`config.mk`:
```
export PLATFORM = sky130hd
export DESIGN_NAME = seg_part_ctrl
export DESIGN_NICKNAME = d
export VERILOG_FILES = /design/src/rtl/seg_part_pkg.sv /design/src/rtl/spc_rst_sync.sv /design/src/rtl/spc_pkt_track.sv /design/src/rtl/spc_coll_cnt.sv /design/src/rtl/spc_part_fsm.sv /design/src/rtl/seg_part_ctrl.sv
export SDC_FILE = /design/constraint.sdc
export NUM_CORES = 1
export LEC_CHECK = 0
export BUFFER_PORTS_ARGS = -buffer_cell sky130_fd_sc_hd__buf_2
export CORE_MARGIN = 3
export CORE_UTILIZATION = 55
export CTS_BUF_LIST = sky130_fd_sc_hd__clkbuf_8
export DETAILED_ROUTE_END_ITERATION = 10
export PLACE_DENSITY = 0.87
export SETUP_SLACK_MARGIN = 0.4
export SYNTH_ARGS = -nofsm -noshare
export SYNTH_HDL_FRONTEND = slang
export SYNTH_SLANG_ARGS = --single-unit
export TNS_END_PERCENT = 5
```
`constraint.sdc`:
```
create_clock -name clk -period 1.1 [get_ports clk]
set_clock_uncertainty 0.2 [all_clocks]
set_input_delay 0.22 -clock clk [delete_from_list [all_inputs] [get_ports clk]]
set_output_delay 0.22 -clock clk [all_outputs]
set_load 0.02 [all_outputs]
```
`src/rtl/seg_part_pkg.sv`:
```
package seg_part_pkg;

  typedef enum logic [1:0] {
    RSN_NONE = 2'b00,
    RSN_CCNT = 2'b01,
    RSN_LATE = 2'b10,
    RSN_LOOP = 2'b11
  } rsn_e;

  typedef enum logic {
    ST_LINKED   = 1'b0,
    ST_ISOLATED = 1'b1
  } pst_e;

  // bit order fixed by the external cfg_word encoding
  typedef struct packed {
    logic lbk;
    logic txonly;
    logic owce;
    logic lim63;
    logic nopart;
  } cfg_t;

  // summary of a packet, valid in the cycle after its last active cycle
  typedef struct packed {
    logic valid;
    logic early;
    logic late;
    logic tx_src;
    logic long_ok;
  } pend_t;

endpackage

```
`src/rtl/spc_rst_sync.sv`:
```
module spc_rst_sync (
  input  logic clk,
  input  logic rst_n,
  output logic rst_sn
);
  logic [1:0] sync_q;

  always_ff @(posedge clk or negedge rst_n) begin
    if (!rst_n) sync_q <= 2'b00;
    else        sync_q <= {sync_q[0], 1'b1};
  end

  assign rst_sn = sync_q[1];
endmodule

```
`src/rtl/spc_pkt_track.sv`:
```
module spc_pkt_track
  import seg_part_pkg::*;
#(
  parameter int unsigned LATE_WIN  = 512,
  parameter int unsigned RECON_MIN = 450,
  parameter int unsigned LB_LO     = 61,
  parameter int unsigned LB_HI     = 96
) (
  input  logic  clk,
  input  logic  rst_n,
  input  logic  clr,
  input  logic  bit_tick,
  input  logic  rx_act,
  input  logic  tx_act,
  input  logic  col,
  input  logic  lbk_en,
  output pend_t pend,
  output logic  pkt_end,
  output logic  lb_fail
);
  localparam int unsigned MAX_A = (LATE_WIN > RECON_MIN) ? LATE_WIN : RECON_MIN;
  localparam int unsigned MAX_B = (MAX_A > LB_HI) ? MAX_A : LB_HI;
  localparam int unsigned CMAX  = MAX_B + 1;
  localparam int unsigned CW    = $clog2(CMAX + 1);
  localparam logic [CW-1:0] CMAX_C = CW'(CMAX);
  localparam logic [CW-1:0] LW_C   = CW'(LATE_WIN);
  localparam logic [CW-1:0] RC_C   = CW'(RECON_MIN);
  localparam logic [CW-1:0] LO_C   = CW'(LB_LO);
  localparam logic [CW-1:0] HI_C   = CW'(LB_HI);

  logic          act, act_q, start;
  logic [CW-1:0] bcnt_q, bcnt_d, cnt_now;
  logic          early_q, early_d, late_q, late_d;
  logic          txs_q, txs_d, echo_q, echo_d;
  logic          e_base, l_base, s_base, txs_now, in_win, echo_now;
  logic          en;

  always_comb begin
    act      = rx_act | tx_act | col;
    start    = act & ~act_q;
    pkt_end  = act_q & ~act;
    cnt_now  = start ? '0 : bcnt_q;
    e_base   = start ? 1'b0 : early_q;
    l_base   = start ? 1'b0 : late_q;
    s_base   = start ? 1'b0 : echo_q;
    txs_now  = start ? tx_act : txs_q;
    in_win   = (cnt_now >= LO_C) && (cnt_now <= HI_C);
    echo_now = rx_act | col;

    bcnt_d  = bcnt_q;
    early_d = early_q;
    late_d  = late_q;
    txs_d   = txs_q;
    echo_d  = echo_q;
    if (act) begin
      if (start)
        bcnt_d = bit_tick ? CW'(1) : '0;
      else if (bit_tick && (bcnt_q != CMAX_C))
        bcnt_d = bcnt_q + CW'(1);
      early_d = e_base | (col && (cnt_now < LW_C));
      late_d  = l_base | (col && (cnt_now >= LW_C));
      echo_d  = s_base | (bit_tick && in_win && echo_now);
      txs_d   = txs_now;
    end

    lb_fail = lbk_en & act & txs_now & tx_act & bit_tick &
              (cnt_now == HI_C) & ~s_base & ~echo_now;

    pend.valid   = pkt_end;
    pend.early   = early_q;
    pend.late    = late_q;
    pend.tx_src  = txs_q;
    pend.long_ok = (bcnt_q >= RC_C);

    en = clr | act | act_q;
  end

  always_ff @(posedge clk or negedge rst_n) begin
    if (!rst_n) begin
      act_q   <= 1'b0;
      bcnt_q  <= '0;
      early_q <= 1'b0;
      late_q  <= 1'b0;
      txs_q   <= 1'b0;
      echo_q  <= 1'b0;
    end else if (en) begin
      if (clr) begin
        act_q   <= 1'b0;
        bcnt_q  <= '0;
        early_q <= 1'b0;
        late_q  <= 1'b0;
        txs_q   <= 1'b0;
        echo_q  <= 1'b0;
      end else begin
        act_q   <= act;
        bcnt_q  <= bcnt_d;
        early_q <= early_d;
        late_q  <= late_d;
        txs_q   <= txs_d;
        echo_q  <= echo_d;
      end
    end
  end
endmodule

```
`src/rtl/spc_coll_cnt.sv`:
```
module spc_coll_cnt #(
  parameter int unsigned CCW = 6
) (
  input  logic           clk,
  input  logic           rst_n,
  input  logic           clr,
  input  logic           inc,
  input  logic           zero,
  input  logic [CCW-1:0] lim,
  output logic [CCW-1:0] cnt,
  output logic           will_hit
);
  logic [CCW-1:0] cnt_d;
  logic           en;

  always_comb begin
    will_hit = (cnt >= (lim - CCW'(1)));
    cnt_d    = cnt;
    if (clr || zero)               cnt_d = '0;
    else if (inc && (cnt != lim))  cnt_d = cnt + CCW'(1);
    en = clr | zero | inc;
  end

  always_ff @(posedge clk or negedge rst_n) begin
    if (!rst_n)  cnt <= '0;
    else if (en) cnt <= cnt_d;
  end
endmodule

```
`src/rtl/spc_part_fsm.sv`:
```
module spc_part_fsm
  import seg_part_pkg::*;
(
  input  logic       clk,
  input  logic       rst_n,
  input  logic       clr,
  input  cfg_t       cfg,
  input  pend_t      pend,
  input  logic       lb_fail,
  input  logic       will_hit,
  output logic       cnt_inc,
  output logic       cnt_zero,
  output logic       reconnect,
  output logic       isolated,
  output logic [1:0] rsn
);
  pst_e st_q, st_d;
  rsn_e rsn_q, rsn_d;
  logic counted, clean, upd;

  always_comb begin
    counted   = pend.early | (pend.late & cfg.owce);
    clean     = ~pend.early & ~pend.late;
    cnt_inc   = (st_q == ST_LINKED) & pend.valid & counted;
    cnt_zero  = (st_q == ST_LINKED) & pend.valid & clean;
    reconnect = (st_q == ST_ISOLATED) & pend.valid & clean & pend.long_ok &
                (~cfg.txonly | pend.tx_src);

    st_d  = st_q;
    rsn_d = rsn_q;
    if (clr) begin
      st_d  = ST_LINKED;
      rsn_d = RSN_NONE;
    end else if (st_q == ST_LINKED) begin
      if (!cfg.nopart) begin
        if (lb_fail) begin
          st_d  = ST_ISOLATED;
          rsn_d = RSN_LOOP;
        end else if (cnt_inc && will_hit) begin
          st_d  = ST_ISOLATED;
          rsn_d = pend.early ? RSN_CCNT : RSN_LATE;
        end
      end
    end else begin
      if (reconnect) st_d = ST_LINKED;
    end
    upd = clr | (st_d != st_q) | (rsn_d != rsn_q);
  end

  always_ff @(posedge clk or negedge rst_n) begin
    if (!rst_n) begin
      st_q  <= ST_LINKED;
      rsn_q <= RSN_NONE;
    end else if (upd) begin
      st_q  <= st_d;
      rsn_q <= rsn_d;
    end
  end

  assign isolated = (st_q == ST_ISOLATED);
  assign rsn      = rsn_q;
endmodule

```
`src/rtl/seg_part_ctrl.sv`:
```
module seg_part_ctrl
  import seg_part_pkg::*;
#(
  parameter int unsigned LATE_WIN  = 512,
  parameter int unsigned RECON_MIN = 450,
  parameter int unsigned LB_LO     = 61,
  parameter int unsigned LB_HI     = 96,
  parameter int unsigned LIM_LO    = 31,
  parameter int unsigned LIM_HI    = 63
) (
  input  logic       clk,
  input  logic       rst_n,
  input  logic       bit_tick,
  input  logic       rx_act,
  input  logic       tx_act,
  input  logic       col,
  input  logic       cfg_load,
  input  logic [4:0] cfg_word,
  input  logic       sw_reset,
  output logic       partitioned,
  output logic [1:0] part_reason
);
  localparam int unsigned CCW = $clog2(LIM_HI + 1);

  logic           rst_s, clr;
  cfg_t           cfg_q;
  pend_t          pend;
  logic           pkt_end, lb_fail;
  logic           cnt_inc, cnt_zero, reconnect, will_hit;
  logic [CCW-1:0] coll_cnt, cnt_lim;

  spc_rst_sync u_rst (.clk(clk), .rst_n(rst_n), .rst_sn(rst_s));

  always_ff @(posedge clk or negedge rst_s) begin
    if (!rst_s)        cfg_q <= '0;
    else if (cfg_load) cfg_q <= cfg_t'(cfg_word);
  end

  assign clr     = sw_reset | cfg_load;
  assign cnt_lim = cfg_q.lim63 ? CCW'(LIM_HI) : CCW'(LIM_LO);

  spc_pkt_track #(
    .LATE_WIN(LATE_WIN), .RECON_MIN(RECON_MIN), .LB_LO(LB_LO), .LB_HI(LB_HI)
  ) u_trk (
    .clk(clk), .rst_n(rst_s), .clr(clr), .bit_tick(bit_tick),
    .rx_act(rx_act), .tx_act(tx_act), .col(col), .lbk_en(cfg_q.lbk),
    .pend(pend), .pkt_end(pkt_end), .lb_fail(lb_fail)
  );

  spc_coll_cnt #(.CCW(CCW)) u_cnt (
    .clk(clk), .rst_n(rst_s), .clr(clr | reconnect), .inc(cnt_inc),
    .zero(cnt_zero), .lim(cnt_lim), .cnt(coll_cnt), .will_hit(will_hit)
  );

  spc_part_fsm u_fsm (
    .clk(clk), .rst_n(rst_s), .clr(clr), .cfg(cfg_q), .pend(pend),
    .lb_fail(lb_fail), .will_hit(will_hit), .cnt_inc(cnt_inc),
    .cnt_zero(cnt_zero), .reconnect(reconnect), .isolated(partitioned),
    .rsn(part_reason)
  );
endmodule

```
==> results of run 1 <==
==> worst paths after layout <==
kind / startpoint / end / slack [ps] / depth (start not counted)
hold / removal: cfg_word[1] / cfg_q[1] / -60 / 3
hold reg to reg: u_rst.sync_q[1] / u_trk.bcnt_q[2] / 20 / 1
setup / recovery: u_trk.act_q / u_cnt.cnt[4] / -1190 / 5
setup reg to reg: u_trk.act_q / u_cnt.cnt[4] / -1190 / 5
max in group asynchronous: u_rst.sync_q[1] / u_trk.bcnt_q[8] / 500 / 1
min in group asynchronous: u_rst.sync_q[1] / u_trk.bcnt_q[2] / 20 / 1
==> power by group through the flow <==
stage	Clock, uW	Combinational, uW	Sequential [uW]
2_1_floorplan	0	92.9	1220
3_3_place_gp	0	220	1200
3_5_place_dp	0	232	1210
4_1_cts	869	269	1190
5_1_grt	949	333	1190
6_report	867	315	1190
==> state kept, by name, summed over array words and instances (netlist names), 2 cells and up <==
| signal | flops |
|---|---|
| u_rst.sync_q | 2 |
| u_cnt.cnt | 6 |
| u_trk.bcnt_q | 10 |
| cfg_q | 5 |
| u_fsm.rsn | 2 |
==> logic make-up (layout without fill, tap and decap cells) <==
| logic type | count (synthesis) | in the layout | share of synthesized area [%] |
|---|---|---|---|
| xor+xnor | 9 | 9 | 4.64 |
| simple gates | 73 | 73 | 22.4 |
| other cells | 1 | 1 | 0.221 |
| compound gates | 39 | 40 | 16.6 |
| fa+ha+maj | 6 | 6 | 4.41 |
| mux | 5 | 5 | 3.24 |
| flops | 31 | 31 | 45.6 |
| buf+inv | 13 | 89 | 2.87 |
==> worst max-delay path, stage by stage (launching register included) <==
cell and delay (ps):
dfrtp_1 370, or4b_4 490, or4_4 490, o31a_1 350, o41ai_4 110, nor2_1 140
==> synthesized netlist by cell type, types with 2 or more instances <==
cell type  count  area, um^2
a211oi_1       4        30.0
nor4_1         4        25.0
dfrtp_1       31         776
a21oi_1       10        50.1
nand2b_1       2        12.5
ha_1           6        75.1
clkbuf_1       4        15.0
nand4_1        5        31.3
nor2b_1        3        18.8
mux2_2         4        45.0
o211ai_1       3        22.5
nor2_1        20        75.1
and3_1         4        25.0
nand2_1       12        45.0
nand3_1        3        15.0
o21ai_0       10        50.1
or4_1          2        15.0
nor3_1         9        45.0
or2_2          2        12.5
xor2_1         8        70.1
inv_1          9        33.8
==> metrics by stage <==
step | total power (uW) | setup slack, ps | TNS, ps | utilization (%) | instance area, um^2
after floorplan | 1310 | -1070 | -20370 | - | 1700
after global placement | 1420 | -1110 | -21400 | 77.9 | 2220
after detailed placement | 1440 | -1150 | -22470 | 77.9 | 2220
after CTS | 2330 | -1080 | -20070 | 85.5 | 2440
after global routing | 2470 | -1190 | -22610 | 88.2 | 2510
final | 2370 | -1190 | -21740 | 88.2 | 2510
==> what timing repair did <==
| action | in CTS | in global routing |
|---|---|---|
| endpoints found under the setup margin | 32 | 32 |
| setup buffers | 1 | 1 |
| hold endpoints to repair | 7 | 5 |
| gates cloned | 1 | 0 |
| gates resized for setup | 29 | 16 |
| pin swaps | 13 | 10 |
==> layer usage <==
layer | share of wire (%) | up-vias | GRT usage [%] | routed length, um
li1 | - | 801 | - | -
met1 | 37 | 900 | 34.4 | 2210
met2 | 51 | 93 | 55.9 | 3060
met3 | 6.1 | 30 | 8.81 | 362
met4 | 5.4 | 0 | 16.1 | 319
met5 | 0 | - | 0 | 0
==> cell type report <==
class,instances,area [um^2]
Clock inverter,3,15.0
Timing Repair Buffer,72,557
Multi-Input combinational cell,134,1020
Clock buffer,5,68.8
Inverter,9,33.8
Tap cell,31,38.8
Fill cell,118,338
Sequential cell,31,779
==> impl_metrics.ini, run 1 <==
[outcome]
status = complete, but fails checks
violations = negative hold slack, negative setup slack

[floorplan]
dieArea_mm2 = 0.00379
die_height_um = 61.6
rows = 19
core-area_mm2 = 0.00285
initial_core_util_pct = 59.6
die_w_um = 61.6
pin_count = 16

[pwr]
p_switching_uw = 620
power_frac_seq_pct = 50.2
peakVddDrop_mv = 1.07
clkPwrFrac_pct = 36.6
power_leakage_uw = 0.00116
power_frac_comb_pct = 13.3
p_int_uw = 1750
sw_frac_of_total_pct = 26.2
p_per_area_mw_per_mm2 = 942

[critical_path]
cp-start-kind = flip-flop
crit_path_max_fanout = 6
endpoint_kind = flip-flop
path_class = reg -> reg
required_ps = 1050
critical_path_arrival_ps = 2240

[global_routing]
first_global_vias = 1821
grt.total_usage_pct = 31.7
gr-total-overflow = 0
antenna_found_initial = 0
grt_max_degree = 30
grt_pass1_wl_um = 8380

[synth]
synth_ff_type = dfrtp_1
syn_avg_cell_area_um2 = 9.61
ys_warn_count = 0
ys_ff_latch = 31
synth.distinct_cells = 43
netlist_area_mm2 = 0.00170
synth_edf_count = 0
synth_async_sr_flop_share_pct = 100
yosysSeqAreaShare_pct = 45.6
synth_cells = 177
synth_nets = 196

[detailed_routing]
drtAntennaViolNets = 0
num_vias = 1824
drtPass1Iterations = 4
drtIter0Drc = 136
vias_per_cell = 6.40
wire_per_inst_um = 20.9
routed_wl_um = 5950
drcViolationCount = 0

[finish]
diodes = 0
fin_cells = 285
final_cell_mix = 48 x buf_4, 28 x dfrtp_1, 18 x nor2_1, 13 x buf_2, 11 x nand2_1
final_nets = 272
layout-drive-gt1-share_pct = 43.3
area_delta_synth_final_pct = 47.9
layout_commonest_cell = buf_4

[timing]
fmax_mhz = 436
rsz0062_at_grt = yes
setup-violations-final = 26
period_needed_ps = 2290
final.period_utilization_pct = 208
hold_slack_ps = -57.0
finalWorstSetupSlack_ps = -1190
hold_viol_final = 3
slew_violations = 0

[cts]
clk_pin_slew_ps = 70
tritoncts.num_buffers = 5
clock_latency_ps = 290
cts_tree = yes
cts_hold_buf = 1
cts.sinks = 31
cts_max_level = 2
cts_root_buffer = clkbuf_8
clock_path_buffers = 2

[hold_path]
hold_path_class = in -> reg

[job]
cap_violations = 0

[place]
gp_congestion = 0.939
placed_cells_incl_taps = 273
dp_hpwl_um = 3520
io_buffers = 15
No activity file was read; power rests on OpenSTA's default activity.
==> inputs of run 2 (changes only) <==
RECOVER_POWER = 25   (was default)
==> run 2 against run 1 <==
The run still ends with negative hold slack, negative setup slack left. Via count hardly changed. Die area stayed put. Wire length is 0.20% higher. First-iteration DRC count is 4.4% lower. Sequential cell count stayed put. Clock power is 0.5% lower. Worst setup slack better by 6.1 ps. Global-route usage stayed put. Final cell count stayed put. Core utilization is 0.57 points lower.
==> impl_metrics.ini, run 2 (synthesis results as in run 1) <==
[cts]
cts_tree = yes
cts_max_level = 2
clock_path_buffers = 2
clk_pin_slew_ps = 70
cts_root_buffer = clkbuf_8
cts_hold_buf = 1
cts.sinks = 31
tritoncts.num_buffers = 5
clock_latency_ps = 290

[hold_path]
hold_path_class = in -> reg
hold_path_depth = 3

[place]
io_buffers = 15
placed_area_mm2 = 0.00222
dp_hpwl_um = 3520
gp_congestion = 0.939

[floorplan]
initial_core_util_pct = 59.6
pin_count = 16
die_height_um = 61.6
core-area_mm2 = 0.00285
dieArea_mm2 = 0.00379
rows = 19
die_w_um = 61.6

[pwr]
p_int_uw = 1740
p_switching_uw = 616
power_frac_seq_pct = 50.3
sw_frac_of_total_pct = 26.1
power_frac_comb_pct = 13.1
clkPwrFrac_pct = 36.6
power_leakage_uw = 0.00115
peakVddDrop_mv = 1.07
p_per_area_mw_per_mm2 = 944

[global_routing]
first_global_vias = 1821
antenna_found_initial = 0
grt_max_degree = 30
gr-total-overflow = 0
grt_pass1_wl_um = 8380
grt.total_usage_pct = 31.7

[timing]
hold_slack_ps = -57.5
rsz0062_at_grt = yes
worst_slew_pin_slew_ps = 689
period_needed_ps = 2290
fmax_mhz = 437
hold_viol_final = 3
slew_violations = 0
maxSlewHeadroom_pct = 54.0
finalWorstSetupSlack_ps = -1190
setup-violations-final = 26
final.period_utilization_pct = 208
setup_tns_ps = -21560

[finish]
final_cell_mix = 48 x buf_4, 28 x dfrtp_1, 18 x nor2_1, 13 x buf_2, 11 x nand2_1
largest_reg_flops = 10
layout_commonest_cell = buf_4
area_delta_synth_final_pct = 46.9
final_nets = 272
n_fill_cell = 121
diodes = 0
final_area_mm2 = 0.00250
largest_register = u_trk.bcnt_q
layout-drive-gt1-share_pct = 42.9
largestRegisters = u_trk.bcnt_q (10), u_cnt.cnt (6), cfg_q (5)

[detailed_routing]
drtAntennaViolNets = 0
drtPass1Iterations = 4
vias_per_cell = 6.40
routed_wl_um = 5960
drcViolationCount = 0
wire_per_inst_um = 20.9
num_vias = 1825
drtIter0Drc = 130

[critical_path]
critical_path_arrival_ps = 2240
crit_path_max_fanout = 6
required_ps = 1050
path_class = reg -> reg
ff2ff_path_depth = 5
cp-start-kind = flip-flop
endpoint_kind = flip-flop

[outcome]
violations = negative hold slack, negative setup slack
status = complete, but fails checks

[job]
cap_violations = 0
## run 2: metrics by stage
stage	worst slack [ps]	hold slack (ps)	util, %	total power (uW)	std cells
6_report	-1190	-57.5	87.6	2360	285
5_1_grt	-1190	-62.6	87.6	2470	285
2_1_floorplan	-1070	-276	-	1310	177
4_1_cts	-1080	-47.3	85.5	2330	284
3_3_place_gp	-1110	-194	77.9	1420	273
3_5_place_dp	-1150	-193	77.9	1440	273
## run 2: final timing paths
path                                        end  slack [ps]            start
worst min-delay path                   cfg_q[1]         -60      cfg_word[1]
max in group asynchronous       u_trk.bcnt_q[8]          30  u_rst.sync_q[1]
worst max-delay path               u_cnt.cnt[4]       -1190      u_trk.act_q
worst max register to register     u_cnt.cnt[4]       -1190      u_trk.act_q
min in group asynchronous       u_rst.sync_q[1]          30            rst_n
worst min register to register  u_rst.sync_q[1]         150  u_rst.sync_q[0]
## run 2: final cells by class
class                   count  area [um^2]  share of cell area, %
clock inverters             3         15.0                  0.601
inverters                   9         33.8                   1.35
well taps                  31         38.8                   1.55
flip-flops and latches     31          779                   31.2
clock buffers               5         68.8                   2.75
multi-input cells         134         1020                   40.9
repair buffers             72          541                   21.6
## run 2: timing repair
action                                 4_1_cts  5_1_grt
resized for setup                           29       16
setup buffers                                1        1
pin swaps                                   13       10
gates cloned                                 1        0
setup endpoints to repair                   32       32
endpoints found under the hold margin        7        5
## run 2: power groups by stage
stage | sequential (uW) | combinational [uW] | clock, uW
after floorplan | 1220 | 92.9 | 0
after global placement | 1200 | 220 | 0
after detailed placement | 1210 | 232 | 0
after CTS | 1190 | 269 | 869
after global routing | 1190 | 327 | 949
final | 1190 | 309 | 863
## run 2: critical path, stage by stage, from the launching register on
cell and delay, ps:
dfrtp_1 370, or4b_4 490, or4_4 490, o31a_1 350
o41ai_4 110, nor2_1 140
## run 2: metal layers
metal | global-route usage, % | wire length (um)
met1 | 34.4 | 2130
met2 | 55.9 | 3040
met3 | 8.81 | 483
met4 | 16.1 | 313
met5 | 0 | 0
